### config.mk
export PLATFORM = sky130hd
export DESIGN_NAME = tws_packet_engine
export DESIGN_NICKNAME = d
export VERILOG_FILES = /design/src/rtl/tws_pkg.sv /design/src/rtl/tws_line_sync.sv /design/src/rtl/tws_addr_filter.sv /design/src/rtl/tws_packet_engine.sv
export SDC_FILE = /design/constraint.sdc
export NUM_CORES = 1
export LEC_CHECK = 0
export BUFFER_PORTS_ARGS = -buffer_cell sky130_fd_sc_hd__buf_2
export CAP_MARGIN = 30
export CORE_ASPECT_RATIO = 2
export CORE_MARGIN = 5
export CORE_UTILIZATION = 40
export DETAILED_ROUTE_END_ITERATION = 8
export PLACE_DENSITY = 0.57
export SYNTH_ARGS = -nofsm -noshare
export SYNTH_HDL_FRONTEND = slang
export SYNTH_HIERARCHICAL = 1
export SYNTH_SLANG_ARGS = --single-unit
export TNS_END_PERCENT = 30
### constraint.sdc
create_clock -name clk -period 3.5 [get_ports clk]
set_clock_uncertainty 0.15 [all_clocks]
set_input_delay 0.7 -clock clk [delete_from_list [all_inputs] [get_ports clk]]
set_output_delay 0.7 -clock clk [all_outputs]
set_load 0.1 [all_outputs]
### src/rtl/tws_pkg.sv
package tws_pkg;
    typedef enum logic [2:0] {
        ST_IDLE,
        ST_ADDR,
        ST_ADDR_ACK,
        ST_RX,
        ST_RX_ACK,
        ST_TX,
        ST_TX_ACK,
        ST_SKIP
    } tws_state_e;
endpackage

### src/rtl/tws_line_sync.sv
module tws_line_sync #(
    parameter int STAGES = 2
) (
    input  logic clk,
    input  logic rst_n,
    input  logic scl_in,
    input  logic sda_in,
    output logic scl_s,
    output logic sda_s,
    output logic scl_rise,
    output logic scl_fall,
    output logic start_det,
    output logic stop_det
);
    logic [STAGES-1:0] scl_pipe;
    logic [STAGES-1:0] sda_pipe;
    logic              scl_p;
    logic              sda_p;

    always_ff @(posedge clk or negedge rst_n) begin
        if (!rst_n) begin
            scl_pipe <= '1;
            sda_pipe <= '1;
            scl_p    <= 1'b1;
            sda_p    <= 1'b1;
        end else begin
            scl_pipe <= {scl_pipe[STAGES-2:0], scl_in};
            sda_pipe <= {sda_pipe[STAGES-2:0], sda_in};
            scl_p    <= scl_pipe[STAGES-1];
            sda_p    <= sda_pipe[STAGES-1];
        end
    end

    assign scl_s     = scl_pipe[STAGES-1];
    assign sda_s     = sda_pipe[STAGES-1];
    assign scl_rise  = scl_s & ~scl_p;
    assign scl_fall  = ~scl_s & scl_p;
    assign start_det = scl_s & scl_p & sda_p & ~sda_s;
    assign stop_det  = scl_s & scl_p & ~sda_p & sda_s;

    // bus conditions and clock edges are mutually exclusive events
    assert_events_exclusive_R1: assert property (@(posedge clk) disable iff (!rst_n)
        $onehot0({scl_rise, scl_fall, start_det, stop_det}));
endmodule

### src/rtl/tws_addr_filter.sv
module tws_addr_filter #(
    parameter int ADDR_W = 7
) (
    input  logic [ADDR_W-1:0] addr,
    input  logic              rw,
    input  logic [ADDR_W-1:0] own_addr,
    input  logic              gc_enable,
    input  logic              busy,
    output logic              accept,
    output logic              is_general
);
    localparam int RSV_BITS = 4;

    logic reserved;
    logic hit_own;
    logic hit_gc;

    always_comb begin
        is_general = (addr == '0);
        reserved   = &addr[ADDR_W-1 -: RSV_BITS];
        hit_own    = (addr == own_addr) && !is_general;
        hit_gc     = is_general && gc_enable && !rw;
        accept     = !busy && !reserved && (hit_own || hit_gc);
    end
endmodule

### src/rtl/tws_packet_engine.sv
module tws_packet_engine
    import tws_pkg::*;
#(
    parameter int ADDR_W      = 7,
    parameter int DATA_W      = 8,
    parameter int SYNC_STAGES = 2
) (
    input  logic              clk,
    input  logic              rst_n,
    input  logic              scl_in,
    input  logic              sda_in,
    input  logic [ADDR_W-1:0] own_addr,
    input  logic              gc_enable,
    input  logic              busy,
    input  logic [DATA_W-1:0] tx_byte,
    output logic              sda_drive_low,
    output logic [DATA_W-1:0] rx_byte,
    output logic              rx_valid,
    output logic              rx_general
);
    localparam int ABITS = ADDR_W + 1;
    localparam int SH_W  = (ABITS > DATA_W) ? ABITS : DATA_W;
    localparam int CNT_W = $clog2(SH_W + 1);

    tws_state_e        state, state_n;
    logic [SH_W-1:0]   sh;
    logic [DATA_W-1:0] tx_sh;
    logic [CNT_W-1:0]  cnt;
    logic              ack_q;
    logic              mack_q;

    logic scl_s, sda_s, scl_rise_w, scl_fall_w, start_w, stop_w;
    logic accept_w, general_w;
    logic addr_done, byte_done;

    tws_line_sync #(.STAGES(SYNC_STAGES)) u_sync (
        .clk       (clk),
        .rst_n     (rst_n),
        .scl_in    (scl_in),
        .sda_in    (sda_in),
        .scl_s     (scl_s),
        .sda_s     (sda_s),
        .scl_rise  (scl_rise_w),
        .scl_fall  (scl_fall_w),
        .start_det (start_w),
        .stop_det  (stop_w)
    );

    tws_addr_filter #(.ADDR_W(ADDR_W)) u_filter (
        .addr       (sh[ADDR_W:1]),
        .rw         (sh[0]),
        .own_addr   (own_addr),
        .gc_enable  (gc_enable),
        .busy       (busy),
        .accept     (accept_w),
        .is_general (general_w)
    );

    assign addr_done = scl_fall_w && (cnt == CNT_W'(ABITS));
    assign byte_done = scl_fall_w && (cnt == CNT_W'(DATA_W));

    // State register
    always_ff @(posedge clk or negedge rst_n) begin
        if (!rst_n) state <= ST_IDLE;
        else        state <= state_n;
    end

    // Next-state logic
    always_comb begin
        state_n = state;
        if (start_w) begin
            state_n = ST_ADDR;
        end else if (stop_w) begin
            state_n = ST_IDLE;
        end else begin
            unique case (state)
                ST_IDLE:     state_n = ST_IDLE;
                ST_ADDR:     if (addr_done)  state_n = accept_w ? ST_ADDR_ACK : ST_SKIP;
                ST_ADDR_ACK: if (scl_fall_w) state_n = sh[0] ? ST_TX : ST_RX;
                ST_RX:       if (byte_done)  state_n = ST_RX_ACK;
                ST_RX_ACK:   if (scl_fall_w) state_n = ack_q ? ST_RX : ST_SKIP;
                ST_TX:       if (byte_done)  state_n = ST_TX_ACK;
                ST_TX_ACK:   if (scl_fall_w) state_n = mack_q ? ST_TX : ST_SKIP;
                ST_SKIP:     state_n = ST_SKIP;
                default:     state_n = ST_IDLE;
            endcase
        end
    end

    // Datapath and outputs
    always_ff @(posedge clk or negedge rst_n) begin
        if (!rst_n) begin
            sh            <= '0;
            tx_sh         <= '0;
            cnt           <= '0;
            ack_q         <= 1'b0;
            mack_q        <= 1'b0;
            sda_drive_low <= 1'b0;
            rx_byte       <= '0;
            rx_valid      <= 1'b0;
            rx_general    <= 1'b0;
        end else begin
            rx_valid <= 1'b0;
            if (start_w || stop_w) begin
                cnt           <= '0;
                sda_drive_low <= 1'b0;
            end else begin
                unique case (state)
                    ST_ADDR: begin
                        if (scl_rise_w) begin
                            sh  <= {sh[SH_W-2:0], sda_s};
                            cnt <= cnt + 1'b1;
                        end
                        if (addr_done) begin
                            sda_drive_low <= accept_w;
                            rx_general    <= general_w;
                        end
                    end
                    ST_ADDR_ACK: begin
                        if (scl_fall_w) begin
                            cnt <= '0;
                            if (sh[0]) begin
                                tx_sh         <= tx_byte;
                                sda_drive_low <= ~tx_byte[DATA_W-1];
                            end else begin
                                sda_drive_low <= 1'b0;
                            end
                        end
                    end
                    ST_RX: begin
                        if (scl_rise_w) begin
                            sh  <= {sh[SH_W-2:0], sda_s};
                            cnt <= cnt + 1'b1;
                        end
                        if (byte_done) begin
                            ack_q         <= !busy;
                            sda_drive_low <= !busy;
                            if (!busy) begin
                                rx_byte  <= sh[DATA_W-1:0];
                                rx_valid <= 1'b1;
                            end
                        end
                    end
                    ST_RX_ACK: begin
                        if (scl_fall_w) begin
                            sda_drive_low <= 1'b0;
                            cnt           <= '0;
                        end
                    end
                    ST_TX: begin
                        if (scl_rise_w) cnt <= cnt + 1'b1;
                        if (byte_done) begin
                            sda_drive_low <= 1'b0;
                        end else if (scl_fall_w) begin
                            tx_sh         <= tx_sh << 1;
                            sda_drive_low <= ~tx_sh[DATA_W-2];
                        end
                    end
                    ST_TX_ACK: begin
                        if (scl_rise_w) mack_q <= ~sda_s;
                        if (scl_fall_w) begin
                            cnt <= '0;
                            if (mack_q) begin
                                tx_sh         <= tx_byte;
                                sda_drive_low <= ~tx_byte[DATA_W-1];
                            end else begin
                                sda_drive_low <= 1'b0;
                            end
                        end
                    end
                    default: sda_drive_low <= 1'b0;
                endcase
            end
        end
    end

    // drive level only moves right after a falling clock edge or a bus condition
    assert_drive_timing_R10: assert property (@(posedge clk) disable iff (!rst_n)
        !$stable(sda_drive_low) |-> $past(scl_fall_w || start_w || stop_w));

    // idle means the line is released
    assert_idle_release_R2: assert property (@(posedge clk) disable iff (!rst_n)
        (state == ST_IDLE) |-> !sda_drive_low);

    // reserved group never reaches the acknowledge state
    assert_no_reserved_ack_R7: assert property (@(posedge clk) disable iff (!rst_n)
        (state == ST_ADDR_ACK) |-> !(&sh[ADDR_W -: 4]));

    // general-call read never reaches the acknowledge state
    assert_no_gc_read_R6: assert property (@(posedge clk) disable iff (!rst_n)
        (state == ST_ADDR_ACK && sh[ADDR_W:1] == '0) |-> !sh[0]);

    // a byte is presented only if busy was low when it completed
    assert_valid_not_busy_R9: assert property (@(posedge clk) disable iff (!rst_n)
        rx_valid |-> $past(!busy));
endmodule

==> out/results.tsv <==
metric	value	unit
status	finished clean	
first-pass GRT wire length	7.334	mm
H-tree depth	2	
nets@finish	244	
routed vias	1511	
RSZ-0062 raised after global routing	no	
Final Hold Fails	0	
wire length per cell	15.04	um
total negative slack	0	ps
final wirelength	4.210	mm
RePlAce Congestion	0.8674	
CTS sink count	41	
clock tree from TritonCTS	built	
Antenna Cells	0	
Final min period	2514	ps
Root Buffer Master	clkbuf_8	
vias per inst	5.396	
number of synthesized register bits	41	
commonest non-fill, non-tap cell in the layout	dfrtp_1	
crit path max fanout	6	
PwrDens	708.5	nW/um2
initial antenna violation count	0	
Cells after Synth	185	
Pleak	1.135	nW
Post-Syn Nets	208	
Worst Path Buf+Inv	0	
Syn Area/Cell	11.15	um2
FFs w/ async S/R, synth	100.0	%
fill cell count	506	
CP Cell Sequence	or4_4, nor4_4, a41oi_1, a211oi_2, nor2_1, a222oi_1, a21oi_1, or2_1	
HP Class	in -> async	
f_max	0.3977	GHz
Layout area overhead	17.10	%
Slew HR	64.30	%
CORE AREA	5092	um2
CTS buffer count	5	
Worst EP arrival	2540	ps
num rows	37	
drt first pass iters	5	
share of post-route cells with drive strength above 1	36.94	%
setup violators final	0	
DP Cell Count	271	
# Post-CTS Setup Buffers	0	
detailed placer's ending HPWL	3.131	mm
Startpoint Class	flop	
data required time of the worst path	3530	ps
Warnings, synthesis	6	
die height	111.6	um
critical setup path kind	reg -> reg	
die width	60.79	um
CTS resizes	0	
EDFF count, synth	0	
number of top-level pins	32	
commonest non-fill, non-tap cells in the layout	dfrtp_1 (35), nand2_1 (33), buf_2 (31), mux2_2 (21), o21ai_0 (8)	
largest net degree at the start of global routing	42	
CP endpoint kind	flop	
vias in the first global route	1545	
non-filler cells, final	280	
DR DRC count	0	
Tcrit/Tclk final	71.83	%
worst skew pair latency	300	ps
die area	6782	um2
maximum vdd drop	479.0	uV
post-route ant nets	0	
# hold bufs at CTS	0	
Worst path slowest cell	or4_4	
Crit path largest cell delay	570	ps
post-synthesis sequential area ratio	50.09	%
GRT Residual Overflow	0	
GR Util All Layers	13.92	%
Worst-path clk slew	80	ps
Distinct cells, synth	45	
maximum clock path buffer count	2	
Post-synth top flop	dfrtp_1	
pins over their slew limit	0	
worst-margin pin slew	535.0	ps
max-cap viol count	0	
port bufs	31	
Starting DRT DRC Count	21	
Pwr Total	1.712	mW
Starting Density	40.52	%
Crit path max-delay family	simple AND/OR/NAND/NOR gates	
synthesized cell area	2063	um2
==> power by group <==
part | leakage [nW] | switching, mW | internal, mW
clock | 0.0574 | 0.167 | 0.232
combinational | 0.568 | 0.277 | 0.280
sequential | 0.510 | 0.161 | 0.595
==> cell families after synthesis <==
kind of cell               after synthesis  share of synthesized area (%)
and+or+nand+nor                         75                          21.04
DFF                                     41                          50.09
AOI/OAI and AO/OA                       27                          10.13
muxes                                   22                          11.95
buffers and inverters                   10                          2.183
xor gates and xnor gates                 8                          3.396
adders and majority gates                2                          1.213
==> layout make-up <==
type | count | area (um2) | area share [%]
sequential | 41 | 1033 | 42.78
multi-input combinational | 134 | 984.7 | 40.76
timing repair buffer | 33 | 182.7 | 7.561
clock buffer | 6 | 82.58 | 3.418
tap | 58 | 72.57 | 3.004
clock inverter | 2 | 37.54 | 1.554
inverter | 6 | 22.52 | 0.9322
==> flip-flops by register name (all words and copies together) (netlist names) <==
register         count
rx_byte              8
mack_q               1
tx_sh                7
state                3
u_sync/sda_p         1
rx_general           1
u_sync/scl_p         1
rx_valid             1
u_sync/scl_pipe      2
cnt                  4
ack_q                1
u_sync/sda_pipe      2
sda_drive_low        1
sh                   8
==> final timing paths <==
check                                         from  slack (ps)            endpoint  cells after the start
min in group clk                u_sync/scl_pipe[0]         210  u_sync/scl_pipe[1]                      0
worst max register to register               sh[6]         990            state[0]                      8
worst min-delay path                         rst_n          40              cnt[3]                      1
worst min register to register  u_sync/scl_pipe[0]         210  u_sync/scl_pipe[1]                      0
worst max-delay path                         sh[6]         990            state[0]                      8
max in group asynchronous                    rst_n        2700  u_sync/scl_pipe[0]                      2
==> stage by stage <==
stage	setup slack [ps]	hold slack (ps)	util, %	cell area [um2]
2_1_floorplan	1119	195.2	-	2063
3_3_place_gp	926.4	196.0	44.69	2276
3_5_place_dp	881.9	196.8	44.69	2276
4_1_cts	984.7	208.8	47.05	2396
5_1_grt	762.0	36.16	47.44	2416
6_report	985.9	43.94	47.44	2416
==> synthesized netlist by cell type, types with 2 or more instances <==
| cell | number | area (um2) |
|---|---|---|
| a21oi_1 | 6 | 30.03 |
| and4b_1 | 2 | 20.02 |
| buf_2 | 3 | 15.01 |
| dfrtp_1 | 35 | 875.8 |
| dfstp_2 | 6 | 157.7 |
| ha_1 | 2 | 25.02 |
| inv_1 | 6 | 22.52 |
| mux2_2 | 21 | 236.5 |
| nand2_1 | 33 | 123.9 |
| nand2b_1 | 5 | 31.28 |
| nand3_1 | 4 | 20.02 |
| nand4_1 | 3 | 18.77 |
| nor2_1 | 7 | 26.28 |
| nor2b_1 | 5 | 31.28 |
| nor4_4 | 2 | 42.54 |
| o21ai_0 | 8 | 40.04 |
| o22ai_1 | 2 | 12.51 |
| or2_1 | 2 | 12.51 |
| xnor2_1 | 3 | 26.28 |
| xor2_1 | 5 | 43.79 |
==> layer usage <==
metal,vias to the layer above,part of all wire [%],global-route usage [%],routed length (um)
li1,731,-,-,-
met1,732,39,18.08,1659
met2,39,53,22.59,2244
met3,9,5.0,2.204,210
met4,0,2.2,5.210,94
met5,-,0,0,0
Power figures use the tool's default switching activity.
